<file path="src/rtl/sgn_alu_pkg.sv">
package sgn_alu_pkg;
  typedef struct packed {
    logic do_add;
    logic do_nand;
    logic do_lt;
  } alu_sel_t;

  function automatic logic sel_idle(input alu_sel_t s);
    return ~(s.do_add | s.do_nand | s.do_lt);
  endfunction
endpackage

</file>
<file path="src/rtl/sgn_alu_fa.sv">
module sgn_alu_fa (
  input  logic a,
  input  logic b,
  input  logic ci,
  output logic s,
  output logic co
);
  logic half;
  assign half = a ^ b;
  assign s    = half ^ ci;
  assign co   = (a & b) | (half & ci);
endmodule

</file>
<file path="src/rtl/sgn_alu_ripple.sv">
module sgn_alu_ripple #(
  parameter int W = 4
) (
  input  logic [W-1:0] a,
  input  logic [W-1:0] b,
  input  logic         cin,
  output logic [W-1:0] sum,
  output logic         c_msb_in,
  output logic         c_out
);
  logic [W:0] carry;
  assign carry[0] = cin;

  for (genvar i = 0; i < W; i++) begin : g_bit
    sgn_alu_fa u_fa (
      .a (a[i]),
      .b (b[i]),
      .ci(carry[i]),
      .s (sum[i]),
      .co(carry[i+1])
    );
  end

  assign c_msb_in = carry[W-1];
  assign c_out    = carry[W];
endmodule

</file>
<file path="src/rtl/sgn_alu_cmp.sv">
module sgn_alu_cmp #(
  parameter int W = 4
) (
  input  logic [W-1:0] a,
  input  logic [W-1:0] b,
  input  logic         diff_sign,
  output logic         less,
  output logic         same
);
  logic signs_differ;
  assign signs_differ = a[W-1] ^ b[W-1];
  // Opposite signs: the negative operand is the smaller one.
  assign less = signs_differ ? a[W-1] : diff_sign;
  assign same = ~|(a ^ b);
endmodule

</file>
<file path="src/rtl/sgn_alu.sv">
module sgn_alu #(
  parameter int W = 4
) (
  input  logic [W-1:0] opnd_a,
  input  logic [W-1:0] opnd_b,
  input  logic         sub_cin,
  input  logic         sel_add,
  input  logic         sel_nand,
  input  logic         sel_lt,
  output logic [W-1:0] result,
  output logic         equal,
  output logic         ovf
);
  import sgn_alu_pkg::*;

  localparam logic [W-1:0] ZERO_W = '0;

  alu_sel_t       sel;
  logic           cin_eff;
  logic [W-1:0]   b_chain;
  logic [W-1:0]   sum;
  logic           c_msb_in;
  logic           c_out;
  logic           less;
  logic [W-1:0]   lt_word;
  logic [W-1:0]   nand_word;

  assign sel     = '{do_add: sel_add, do_nand: sel_nand, do_lt: sel_lt};
  assign cin_eff = sub_cin | sel.do_lt;
  assign b_chain = opnd_b ^ {W{cin_eff}};

  sgn_alu_ripple #(.W(W)) u_chain (
    .a       (opnd_a),
    .b       (b_chain),
    .cin     (cin_eff),
    .sum     (sum),
    .c_msb_in(c_msb_in),
    .c_out   (c_out)
  );

  sgn_alu_cmp #(.W(W)) u_cmp (
    .a        (opnd_a),
    .b        (opnd_b),
    .diff_sign(sum[W-1]),
    .less     (less),
    .same     (equal)
  );

  assign nand_word = ~(opnd_a & opnd_b);
  assign lt_word   = {ZERO_W[W-1:1], less};

  always_comb begin
    result = ZERO_W;
    if (!sel_idle(sel)) begin
      if (sel.do_add)  result = result | sum;
      if (sel.do_nand) result = result | nand_word;
      if (sel.do_lt)   result = result | lt_word;
    end
  end

  assign ovf = sel.do_add & (c_msb_in ^ c_out);
endmodule

</file>
<file path="config.mk">
export PLATFORM = sky130hd
export DESIGN_NAME = sgn_alu
export DESIGN_NICKNAME = d
export VERILOG_FILES = /design/src/rtl/sgn_alu_pkg.sv /design/src/rtl/sgn_alu_fa.sv /design/src/rtl/sgn_alu_ripple.sv /design/src/rtl/sgn_alu_cmp.sv /design/src/rtl/sgn_alu.sv
export SDC_FILE = /design/constraint.sdc
export NUM_CORES = 1
export LEC_CHECK = 0
export BUFFER_PORTS_ARGS = -buffer_cell sky130_fd_sc_hd__buf_2
export CORE_AREA = 2 2 39 41
export DETAILED_ROUTE_END_ITERATION = 10
export DIE_AREA = 0 0 41 43
export SLEW_MARGIN = 5
export SYNTH_ARGS = -nofsm -noshare
export SYNTH_HDL_FRONTEND = slang
export SYNTH_HIERARCHICAL = 1
export SYNTH_SLANG_ARGS = --single-unit
</file>
<file path="constraint.sdc">
create_clock -name vclk -period 4.55
set_input_delay 0.91 -clock vclk [all_inputs]
set_output_delay 0.91 -clock vclk [all_outputs]
set_load 0.05 [all_outputs]
</file>
Yosys cells after proc, flatten, opt, wreduce, memory -nomap -nowiden --
Index checks and enable logic that the tools add are counted. W data, S select, Z words.
Storage, ports and cells: output and inout bits 6, register bits 0, logic and storage cells 41, input port bits 12
Operators by class: muxes and demuxes 7, reductions and logical operators 2, bitwise logic cells 32
Operators by type and width (number):
- $mux W4 | 6
- $xor A1 B1 Y1 | 10
- $and A1 B1 Y1 | 9
- $xor A4 B4 Y4 | 2
- $or A1 B1 Y1 | 7
- $and A4 B4 Y4 | 1
- $not A4 Y4 | 1
- $or A4 B1 Y4 | 1
- $or A4 B4 Y4 | 1
- $reduce_or A4 Y1 | 1
- $logic_not A1 Y1 | 1
- $mux W1 | 1

Depth between registers and ports, before layout --
Gate-level depths: netlist of run 1.
depth after elaboration 18, mapped depth 9, depth with buffers taken out 9

By module --
The synthesis of run 1 kept the hierarchy.
By module, submodules not included:
- sgn_alu | times used 1, cells an instance 16, area each 123.9 um^2, seq. area each 0.0 um^2
- sgn_alu_fa | times used 4, cells an instance 1, area each 20.0 um^2, seq. area each 0.0 um^2
- sgn_alu_cmp | times used 1, cells an instance 8, area each 60.1 um^2, seq. area each 0.0 um^2

Worst setup path before layout of run 1 --
Ideal clock, no wire load.
path type in2out, start point input port sel_lt, end point output port result[0], stages 9, setup slack 0.123 ns, arrival 3.517 ns, required time 3.640 ns, path through nor2_4 xnor2_1 fa_1 fa_1 fa_1 fa_1 nor2_1 o21ai_0 a221o_1
Between the ends: word-level cells in the longest chain between the ends 14, elaborated cells on any way between the ends 27, classes of those cells 7 x mux; 20 x bitwise
Ends and longest elaborated chain:
- start: declaration | line sgn_alu.sv:9 | input logic sel_lt,
- $or A1 B1 Y1 * | line sgn_alu.sv:29 | assign cin_eff = sub_cin | sel.do_lt;
- $xor A4 B4 Y4 * | line sgn_alu.sv:30 | assign b_chain = opnd_b ^ {W{cin_eff}};
- named net b_chain[0] | line sgn_alu.sv:20 | logic [W-1:0] b_chain;
- $xor A1 B1 Y1 | line sgn_alu_fa.sv:9 | assign half = a ^ b;
- $and A1 B1 Y1 | line sgn_alu_fa.sv:11 | assign co = (a & b) | (half & ci);
- $or A1 B1 Y1 * | line sgn_alu_fa.sv:11
- named net u_chain.carry[1] | line sgn_alu_ripple.sv:11 | logic [W:0] carry;
- $and A1 B1 Y1 * | line sgn_alu_fa.sv:11
- [1 not listed]
- named net u_chain.carry[2] | line sgn_alu_ripple.sv:11
- [2 not listed]
- named net c_msb_in | line sgn_alu.sv:22 | logic c_msb_in;
- $xor A1 B1 Y1 * | line sgn_alu_fa.sv:10 | assign s = half ^ ci;
- named net sum[3] | line sgn_alu.sv:21 | logic [W-1:0] sum;
- $mux W1 * | line sgn_alu_cmp.sv:13 | assign less = signs_differ ? a[W-1] : diff_sign;
- named net less | line sgn_alu.sv:24 | logic less;
- $or A4 B1 Y4 * | line sgn_alu.sv:57 | if (sel.do_lt) result = result | lt_word;
- $mux W4 * | line sgn_alu.sv:57
- $mux W4 * | line sgn_alu.sv:54 | if (!sel_idle(sel)) begin
- end: declaration | line sgn_alu.sv:10 | output logic [W-1:0] result,
The timed path passes the listed nets; every way through them passes the cells marked *. The select of a mux whose other input is x is not followed.

Worst setup path in the final report of run 1 --
start point input port sub_cin, end point output port result[0]
Between the ends: word-level cells in the longest chain between the ends 14, elaborated cells on any way between the ends 26, classes of those cells 7 x mux; 19 x bitwise
Ends and longest elaborated chain:
- start: declaration | line sgn_alu.sv:6 | input logic sub_cin,
- $or A1 B1 Y1 * | line sgn_alu.sv:29
- $xor A4 B4 Y4 * | line sgn_alu.sv:30
- named net b_chain[0] | line sgn_alu.sv:20
- $xor A1 B1 Y1 | line sgn_alu_fa.sv:9
- $and A1 B1 Y1 | line sgn_alu_fa.sv:11
- $or A1 B1 Y1 * | line sgn_alu_fa.sv:11
- named net u_chain.carry[1] | line sgn_alu_ripple.sv:11
- $and A1 B1 Y1 * | line sgn_alu_fa.sv:11
- [1 not listed]
- named net u_chain.carry[2] | line sgn_alu_ripple.sv:11
- [2 not listed]
- named net c_msb_in | line sgn_alu.sv:22
- $xor A1 B1 Y1 * | line sgn_alu_fa.sv:10
- named net sum[3] | line sgn_alu.sv:21
- $mux W1 * | line sgn_alu_cmp.sv:13
- named net less | line sgn_alu.sv:24
- $or A4 B1 Y4 * | line sgn_alu.sv:57
- $mux W4 * | line sgn_alu.sv:57
- $mux W4 * | line sgn_alu.sv:54
Marked as above.

==> summary.txt, run 1 <==
Job
  • Max-Cap Viols: 0

Place
  • Dpl hpwl: roughly 560 um
  • IO Port Bufs: 18
  • Dpl cells: between 60 and 70
  • Final GP Congestion: 0.748

Power and ir drop
  • Leak Pwr: roughly 0.18 nW
  • Clock share of power: 0%
  • Flop pwr share: 0%
  • Combinational Power Share: between 90% and 100%
  • Sw frac: between 60 and 70%
  • P_sw: between 0.05 and 0.06 mW
  • P_int: around 0.032 mW
  • Max VDD drop: roughly 0.050 mV
  • PwrDens: about 200 nW/um^2

Floorplan
  • Std cell rows: 14
  • Die Y: 43 um
  • Core box area: ~1400 um^2
  • IO Pins: 18
  • Die ar.: 1760 um^2
  • Initial Utilization: a little under a fifth
  • Die width: between 40 and 50 um

Final layout
  • FF+latch area: 0 um^2
  • Post-route core utilization: between 20 and 30%
  • Final non-filler cell total: 65
  • FFs & Latches: 0
  • Multi-input gate area: ~270 um^2
  • Layout fillers: approximately 160
  • Commonest non-fill, non-tap cell in the layout: buf_2
  • Antenna Cells: 0
  • Fraction of layout cells with a size suffix above 1: between 50% and 60%
  • Syn-to-layout area delta: 54.0%
  • Layout clock buffer count: 0
  • Commonest cells after routing, fill and taps aside: buf_2, xor2_1, nand2_1, xnor2_1, buf_4
  • # nets final: 67

Global route
  • Initial antenna violation count: 0
  • First-pass GRT wire length: 959 um
  • Vias in the first global route: between 200 and 300
  • Total GRT Usage: around 7.4%
  • Grt total ovfl: 0
  • Largest net degree at the start of global routing: 6

Setup path
  • WS Path Type: in -> out
  • Critical path required time: ~3600 ps
  • CP Max Fanout: 4
  • Type of origin of the critical path: input port
  • Crit. End Element: output pin
  • Arrival @ worst endpoint: ~3500 ps

STA
  • Slew @ Worst Pin: 248 ps
  • Period utilisation layout: around 100%
  • Pins Over Slew Limit: 0
  • Fin crit period: approximately 4400 ps
  • Fin Setup TNS: 0 ps
  • Finish-stage setup viols: 0
  • Slew margin rel.: a little over four fifths
  • RSZ-0062 raised after global routing: false
  • Fin. Hold Viols: 0
  • Max Freq: about 230 MHz

Hold path
  • Hold Crit Class: in -> out

Detailed routing
  • 1st-iter DRT viols: 3
  • Routed wire per std cell: between 9 and 10 um
  • Drt pass-1 iters: 4
  • DRT antenna net count: 0
  • Via density: between 4 and 5
  • Vias: between 200 and 300
  • DRC viols: 0
  • Final wirelength: between 600 and 700 um

Synth
  • Seq/Total Area, Yosys: 0%
  • Synthesized instance count: 28
  • Mapped Avg Cell Area: about 9.4 um^2
  • Yosys warns: 6
  • Post-synthesis cell type count: 13
  • Syn Nets: 44
  • Synthesized cell area: roughly 260 um^2

Clock tree
  • Post-CTS Hold Fix Bufs: 0
  • # Post-CTS Setup Buffers: 0

Run status
  • Outcome: completed
Yosys cell counts (all sizes together):
cell | instances | share of area (%)
nor2 | 2 | 5.7
and2 | 1 | 2.4
fa | 4 | 30
o21ai | 1 | 1.9
a21boi | 1 | 2.8
a22o | 3 | 11
a221o | 1 | 3.8
xnor2 | 4 | 13
nand2 | 4 | 5.7
nor4 | 1 | 4.7
xor2 | 5 | 17
inv | 1 | 1.4
cells by family (layout without fill, tap and decap cells):
| logic type | after synthesis | after routing | share of synthesized area [%] |
|---|---|---|---|
| and+or+nand+nor | 8 | 8 | 18.5 |
| xor gates and xnor gates | 9 | 9 | 29.9 |
| AOI/OAI and AO/OA | 6 | 6 | 19.9 |
| adders and majority gates | 4 | 4 | 30.3 |
| buffers and inverters | 1 | 22 | 1.42 |
final timing paths:
kind	endpoint	cells past startpoint	slack, ps	startpoint
min	result[0]	3	2250	sel_lt
max	result[0]	11	130	sub_cin
routing by layer:
metal	GRT usage (%)	vias up	wire, um
li1	-	139	-
met1	10.7	116	275
met2	12.5	13	283
met3	0.524	0	67
met4	0	0	0
met5	0	-	0
metrics by stage:
stage	total power, mW	instance area (um^2)	hold WS (ps)	setup WS (ps)
floorplan	0.0579	264	2090	123
global placement	0.0802	397	2300	-7.66
detailed placement	0.0819	397	2290	-49.4
CTS	0.0827	399	2290	3.28
global route	0.0905	407	2270	52.2
finish	0.0832	407	2250	129
what timing repair did:
| item | CTS | global route |
|---|---|---|
| setup endpoints to repair | 1 | 1 |
| gates resized for setup | 1 | 4 |
| pin swaps | 0 | 1 |
| cloned | 0 | 0 |
worst max-delay path, cell delays in order:
cell     delay [ps]
buf_2           110
nor2_4          140
xnor2_1         100
fa_2            360
fa_2            350
fa_2            370
fa_1            490
nor2_1          110
o21ai_0          80
a221o_1         290
buf_4           190
power groups by stage:
stage	logic (mW)	clock network, mW	registers, mW
CTS	0.0827	0	0
floorplan	0.0579	0	0
finish	0.0832	0	0
detailed placement	0.0819	0	0
global placement	0.0802	0	0
global route	0.0905	0	0
area by class of cell:
type	count	share of cell area (%)
inverter	1	0.923
tap	16	4.92
timing repair buffer	21	28.3
multi-input combinational	27	65.8
(Power assumes the default switching activity.)
==> run 2, diff against run 1 <==
SYNTH_HIERARCHICAL = unset   (was 1)
==> run 2 against run 1 <==
Against the previous run:
- cell area is 11% lower
- non-clock buffer count is 3 lower
- worst setup slack better by 320 ps
- largest cell class unchanged
==> summary.txt, run 2 <==
Floorplan
  • Core box area: 1380 um^2 (unchanged)
  • Die Y: 43 um (unchanged)
  • Initial Utilization: 18.2% (-0.90 points)
  • Std cell rows: 14 (unchanged)
  • IO Pins: 18 (unchanged)
  • Die ar.: 1760 um^2 (unchanged)
  • Die width: 41 um (unchanged)

Setup path
  • Bufs and invs on worst path: 3 (+1)
  • WS Path Type: in -> out
  • Arrival @ worst endpoint: 3190 ps (-320 ps)
  • Critical path's slowest cell: fa_1
  • Max incr delay on CP: 420 ps (-70 ps)
  • CP Max Fanout: 3 (-1)
  • Type of origin of the critical path: input port
  • Critical path required time: 3640 ps (about the same)
  • Worst path cell trace: buf_2, nor2_2, xnor2_1, fa_1, fa_1, inv_1, fa_1, nand2b_1, a311o_1, buf_2
  • Crit. End Element: output pin
  • CP most frequent cell: fa_1
  • Top delay family on crit path: adder cells

Clock tree
  • Post-CTS Hold Fix Bufs: 0 (unchanged)
  • Post-cts gate resize count: 0 (-1)
  • # Post-CTS Setup Buffers: 0 (unchanged)

STA
  • Fin crit period: 4100 ps (-325 ps)
  • Pins Over Slew Limit: 0 (unchanged)
  • RSZ-0062 raised after global routing: false
  • Finish-stage setup viols: 0 (unchanged)
  • Fin. Hold Viols: 0 (unchanged)
  • Worst setup margin: 454 ps (+325 ps)
  • Slew @ Worst Pin: 250 ps (+1.66 ps)
  • Max Freq: 244 MHz (+7.9%)
  • Period utilisation layout: 90.0% (-7.1 points)
  • Slew margin rel.: 83.4% (-0.11 points)
  • Fin Setup TNS: 0 ps (unchanged)

Global route
  • Grt total ovfl: 0 (unchanged)
  • Total GRT Usage: 6.23% (-1.2 points)
  • First-pass GRT wire length: 821 um (-14%)
  • Largest net degree at the start of global routing: 5 (-1)
  • Vias in the first global route: 211 (-19%)
  • Initial antenna violation count: 0 (unchanged)

Detailed routing
  • Drt pass-1 iters: 2 (-2)
  • Final wirelength: 597 um (-4.6%)
  • 1st-iter DRT viols: 2 (-1)
  • DRT antenna net count: 0 (unchanged)
  • Via density: 4.00 (-3.0%)
  • Vias: 260 (-3.0%)
  • Routed wire per std cell: 9.18 um (-4.6%)
  • DRC viols: 0 (unchanged)

Final layout
  • Syn-to-layout area delta: 43.8%
  • Commonest non-fill, non-tap cell in the layout: buf_2
  • Commonest cells after routing, fill and taps aside: buf_2, inv_1, ha_1, fa_1
  • Post-route core utilization: 26.1% (-3.3 points)
  • # nets final: 70 (+4.5%)
  • Fraction of layout cells with a size suffix above 1: 38.8% (-20 points)
  • Layout fillers: 155 (-2.5%)
  • Multi-input gate area: 233 um^2 (-13%)
  • Layout clock buffer count: 0 (unchanged)
  • FF+latch area: 0 um^2 (unchanged)
  • Antenna Cells: 0 (unchanged)
  • FFs & Latches: 0 (unchanged)

Place
  • Setup WS pre-CTS: 432 ps (+481 ps)
  • IO Port Bufs: 18 (unchanged)
  • Dpl hpwl: 562 um (-0.16%)
  • Final GP Congestion: 0.758 (+1.3%)

Power and ir drop
  • Leak Pwr: 0.195 nW (+6.3%)
  • PwrDens: 189 nW/um^2 (-7.7%)
  • Sw frac: 67.1% (+5.1 points)
  • P_int: 0.0224 mW (-29%)
  • Flop pwr share: 0% (unchanged)
  • P_sw: 0.0458 mW (-11%)
  • Combinational Power Share: 100.0% (about the same)
  • Clock share of power: 0% (unchanged)
  • Max VDD drop: 0.0718 mV (+45%)

Synth
  • Top cell type's share of synthesized area: 23.9% (-6.5 points)
  • Synth cell count leaders: inv_1, ha_1, fa_1
  • Post-synthesis cell type count: 17 (+4)
  • Count leader, synth: inv_1
  • Synthesized instance count: 31 (+11%)
  • Area leader, netlist: fa_1
  • Syn Nets: 50 (+14%)
  • Seq/Total Area, Yosys: 0% (unchanged)
  • Ranking of synthesized cells by area: fa_1, ha_1, inv_1
  • Yosys warns: 0 (-6)
  • Mapped Avg Cell Area: 8.11 um^2 (-14%)
  • Synthesized cell area: 251 um^2 (-4.7%)

Hold path
  • WHS Path Cells: 4 (+1)
  • Hold path start: sel_add
  • Hold Crit Class: in -> out
  • WHS Endpoint: result[1]

Run status
  • Outcome: completed

Job
  • Max-Cap Viols: 0 (unchanged)
## run 2: cell types whose count changed after synthesis, moves of 2 or more
cell / previous run / this run
xor2_1: 5 / 2
a22o_2: 3 / 0
nand2b_1: 0 / 2
ha_1: 0 / 4
xnor2_1: 4 / 2
inv_1: 1 / 5
nand2_1: 4 / 2
## run 2: cell families after synthesis
group | after synthesis | share of synthesized area (%)
adder cells (fa/ha/maj) | 7 | 43.8
AO/OA/AOI/OAI | 5 | 12.4
AND/OR/NAND/NOR | 10 | 22.4
buffers and inverters | 5 | 7.46
XOR/XNOR | 4 | 13.9
## run 2: power by group through the flow
| stage | clock network (mW) | registers [mW] | logic, mW |
|---|---|---|---|
| 2_1_floorplan | 0 | 0 | 0.0500 |
| 3_3_place_gp | 0 | 0 | 0.0679 |
| 3_5_place_dp | 0 | 0 | 0.0689 |
| 4_1_cts | 0 | 0 | 0.0691 |
| 5_1_grt | 0 | 0 | 0.0737 |
| 6_report | 0 | 0 | 0.0683 |
## run 2: layer usage
layer / track usage [%] / vias up / routed length, um
met1: 10.6 / 110 / 279
met5: 0 / - / 0
met4: 0 / 0 / 0
met3: 0 / 0 / 42
met2: 9.06 / 10 / 275
li1: - / 140 / -
## run 2: area by class of cell
cell class,count,area share (%)
tap,16,5.54
inverter,5,5.19
multi-input combinational,26,64.4
timing repair buffer,18,24.9
## run 2: through the flow
step                power [mW]  instances  hold slack (ps)  area [um^2]
finish                  0.0683         65             2260          362
global route            0.0737         65             2280          362
CTS                     0.0691         65             2260          362
detailed placement      0.0689         65             2260          362
global placement        0.0679         65             2260          362
floorplan               0.0500         31             2060          251
## run 2: how the worst max path moves through the flow
stage / start / endpoint / slack (ps) / cells after the start
final: sel_lt / result[0] / 450 / 10
after CTS: sel_lt / result[0] / 430 / 10
after floorplan: sel_lt / result[3] / 380 / 7
after global placement: sel_lt / result[0] / 430 / 10
after global routing: sel_lt / result[0] / 330 / 10
after detailed placement: sel_lt / result[0] / 430 / 10
## run 2: tightest hold or removal path, stage by stage
cell	delay, ps
buf_2	120
nand2_1	50
o21ai_0	70
buf_2	210
==> run 3, diff against run 2 <==
ABC_AREA = 1   (was unset)
==> run 3 against run 2 <==
Against the previous run:
- combinational power is 3% lower
- count of clock-buffer cells in the layout stayed put
- via count is 15% higher
- flip-flop and latch count stayed put
- utilization is 1.1 points higher
- routed wire length is 0.50% lower
- power is 2.7% lower
- maximum frequency is 2.4% higher
- die area stayed put
- critical path depth is 1 lower
- critical path type unchanged
- largest cell class unchanged
- largest power group unchanged
- highest routed layer unchanged
==> summary.txt, run 3 <==
Run status
  • Outcome: completed

Synth
  • Ranking of synthesized cells by area: fa_1, ha_1, nand2_1
  • Area leader, netlist: fa_1
  • Synth cell count leaders: nand2_1, inv_1, ha_1, o21ai_0
  • Top cell type's share of synthesized area: 22.5% (-1.3 points)
  • Count leader, synth: nand2_1
  • Seq/Total Area, Yosys: 0% (unchanged)
  • Synthesized cell area: 267 um^2 (+6.0%)
  • Synthesized instance count: 40 (+29%)
  • Post-synthesis cell type count: 11 (-6)
  • Syn Nets: 59 (+18%)
  • Mapped Avg Cell Area: 6.66 um^2 (-18%)
  • Yosys warns: 0 (unchanged)

Power and ir drop
  • Tot Pwr: 0.0665 mW (-2.7%)
  • PwrDens: 176 nW/um^2 (-6.5%)
  • Max VDD drop: 0.0435 mV (-39%)
  • Leak Pwr: 0.231 nW (+18%)

Final layout
  • Commonest cells after routing, fill and taps aside: buf_2, nand2_1, inv_1, o21ai_0, ha_1
  • Layout clock buffer count: 0 (unchanged)
  • FFs & Latches: 0 (unchanged)
  • # nets final: 79 (+13%)
  • FF+latch area: 0 um^2 (unchanged)
  • Antenna Cells: 0 (unchanged)
  • Syn-to-layout area delta: 41.3%
  • Post-route core utilization: 27.2% (+1.1 points)
  • Commonest non-fill, non-tap cell in the layout: buf_2
  • Fraction of layout cells with a size suffix above 1: 32.8% (-6.0 points)
  • Fin area: 377 um^2 (+4.2%)
  • Final non-filler cell total: 74 (+14%)

Floorplan
  • Die Y: 43 um (unchanged)
  • Std cell rows: 14 (unchanged)
  • Initial Utilization: 19.3% (+1.1 points)
  • Die width: 41 um (unchanged)
  • IO Pins: 18 (unchanged)
  • Die ar.: 1760 um^2 (unchanged)
  • Core box area: 1380 um^2 (unchanged)

Global route
  • Initial antenna violation count: 0 (unchanged)
  • Met1 GRT Util: 8.97% (-1.7 points)
  • M3 GR Usage: 1.05% (+1.0 points)
  • Vias in the first global route: 236 (+12%)
  • Met2 usage: 10.9% (+1.9 points)
  • GRT busiest layer: met2
  • Grt total ovfl: 0 (unchanged)
  • Largest net degree at the start of global routing: 6 (+1)
  • Total GRT Usage: 6.52% (+0.29 points)
  • First-pass GRT wire length: 855 um (+4.1%)

Place
  • Final GP Congestion: 0.664 (-12%)
  • Setup WS pre-CTS: 514 ps (+82.1 ps)
  • Dpl hpwl: 557 um (-0.82%)
  • Dpl cell area: 377 um^2 (+4.2%)
  • IO Port Bufs: 18 (unchanged)
  • Dpl cells: 74 (+14%)

STA
  • Max Freq: 250 MHz (+2.4%)
  • RSZ-0062 raised after global routing: false
  • Pins Over Slew Limit: 0 (unchanged)
  • Fin. Hold Viols: 0 (unchanged)
  • Worst setup margin: 550 ps (+96.8 ps)
  • Fin crit period: 4000 ps (-96.8 ps)
  • Slew margin rel.: 83.2% (-0.24 points)
  • Slew @ Worst Pin: 254 ps (+3.59 ps)
  • Hold_ws: 2250 ps (-11.8 ps)
  • Finish-stage setup viols: 0 (unchanged)
  • Fin Setup TNS: 0 ps (unchanged)
  • Period utilisation layout: 87.9% (-2.1 points)

Setup path
  • CP most frequent cell: fa_1
  • Max incr delay on CP: 430 ps (about the same)
  • CP Max Fanout: 4 (+1)
  • Crit. End Element: output pin
  • Critical path's slowest cell: fa_1
  • Critical path required time: 3640 ps (about the same)
  • WS Path Type: in -> out
  • Type of origin of the critical path: input port
  • Arrival @ worst endpoint: 3090 ps (-100 ps)
  • Worst path cell trace: buf_2, nor2_4, xor2_1, fa_1, fa_1, inv_1, fa_1, o22ai_1, buf_2

Detailed routing
  • Routed wire per std cell: 8.03 um (-13%)
  • Vias: 299 (+15%)
  • Via density: 4.04 (+1.0%)
  • DRC viols: 0 (unchanged)
  • Final wirelength: 594 um (-0.50%)
  • Drt pass-1 iters: 4 (+2)
  • 1st-iter DRT viols: 5 (+3)
  • DRT antenna net count: 0 (unchanged)

Clock tree
  • # Post-CTS Setup Buffers: 0 (unchanged)
  • Post-CTS Hold Fix Bufs: 0 (unchanged)
  • Post-cts gate resize count: 0 (unchanged)

Hold path
  • Hold Crit Class: in -> out

Job
  • Max-Cap Viols: 0 (unchanged)
==> run 3: changes by cell type after synthesis, sizes merged, moves of 2 or more <==
cell,delta
nand2,+9
inv,+4
nand2b,-2
o21ai,+2
xnor2,-2
==> run 3: report_power, final <==
group	total, mW	leakage (nW)	switching [mW]	internal, mW
combinational	0.0665	0.231	0.0457	0.0208
sequential	0	0	0	0
clock	0	0	0	0
total	0.0665	0.231	0.0457	0.0208
==> run 3: final timing paths <==
check / from / end / slack (ps) / cells after the start
min: sel_nand / result[0] / 2250 / 5
max: sel_lt / result[3] / 550 / 9
==> run 3: area by class of cell <==
type | instances | area (um^2)
tap | 16 | 20.0
inverter | 9 | 33.8
timing repair buffer | 18 | 90.1
multi-input combinational | 31 | 233
fill | 156 | 1010
==> run 3: cells by family (layout without fill, tap and decap cells) <==
| kind of cell | after synthesis | in the layout | synth area share [%] |
|---|---|---|---|
| AND/OR/NAND/NOR | 16 | 16 | 26.3 |
| buffers and inverters | 9 | 27 | 12.7 |
| adder cells (fa/ha/maj) | 7 | 7 | 41.3 |
| AO/OA/AOI/OAI | 5 | 5 | 9.86 |
| XOR/XNOR | 3 | 3 | 9.86 |
==> run 3: critical path: cells and delay by family <==
family                   cells  cell delay [ps]
AO/OA/AOI/OAI                1              180
XOR/XNOR                     1              110
buffers and inverters        3              490
AND/OR/NAND/NOR              1              160
adder cells (fa/ha/maj)      3             1240
==> run 3: metal layers <==
| metal | up-vias | share of wire, % |
|---|---|---|
| li1 | 160 | - |
| met1 | 128 | 40 |
| met2 | 11 | 49 |
| met3 | 0 | 11 |
| met4 | 0 | 0 |
| met5 | - | 0 |
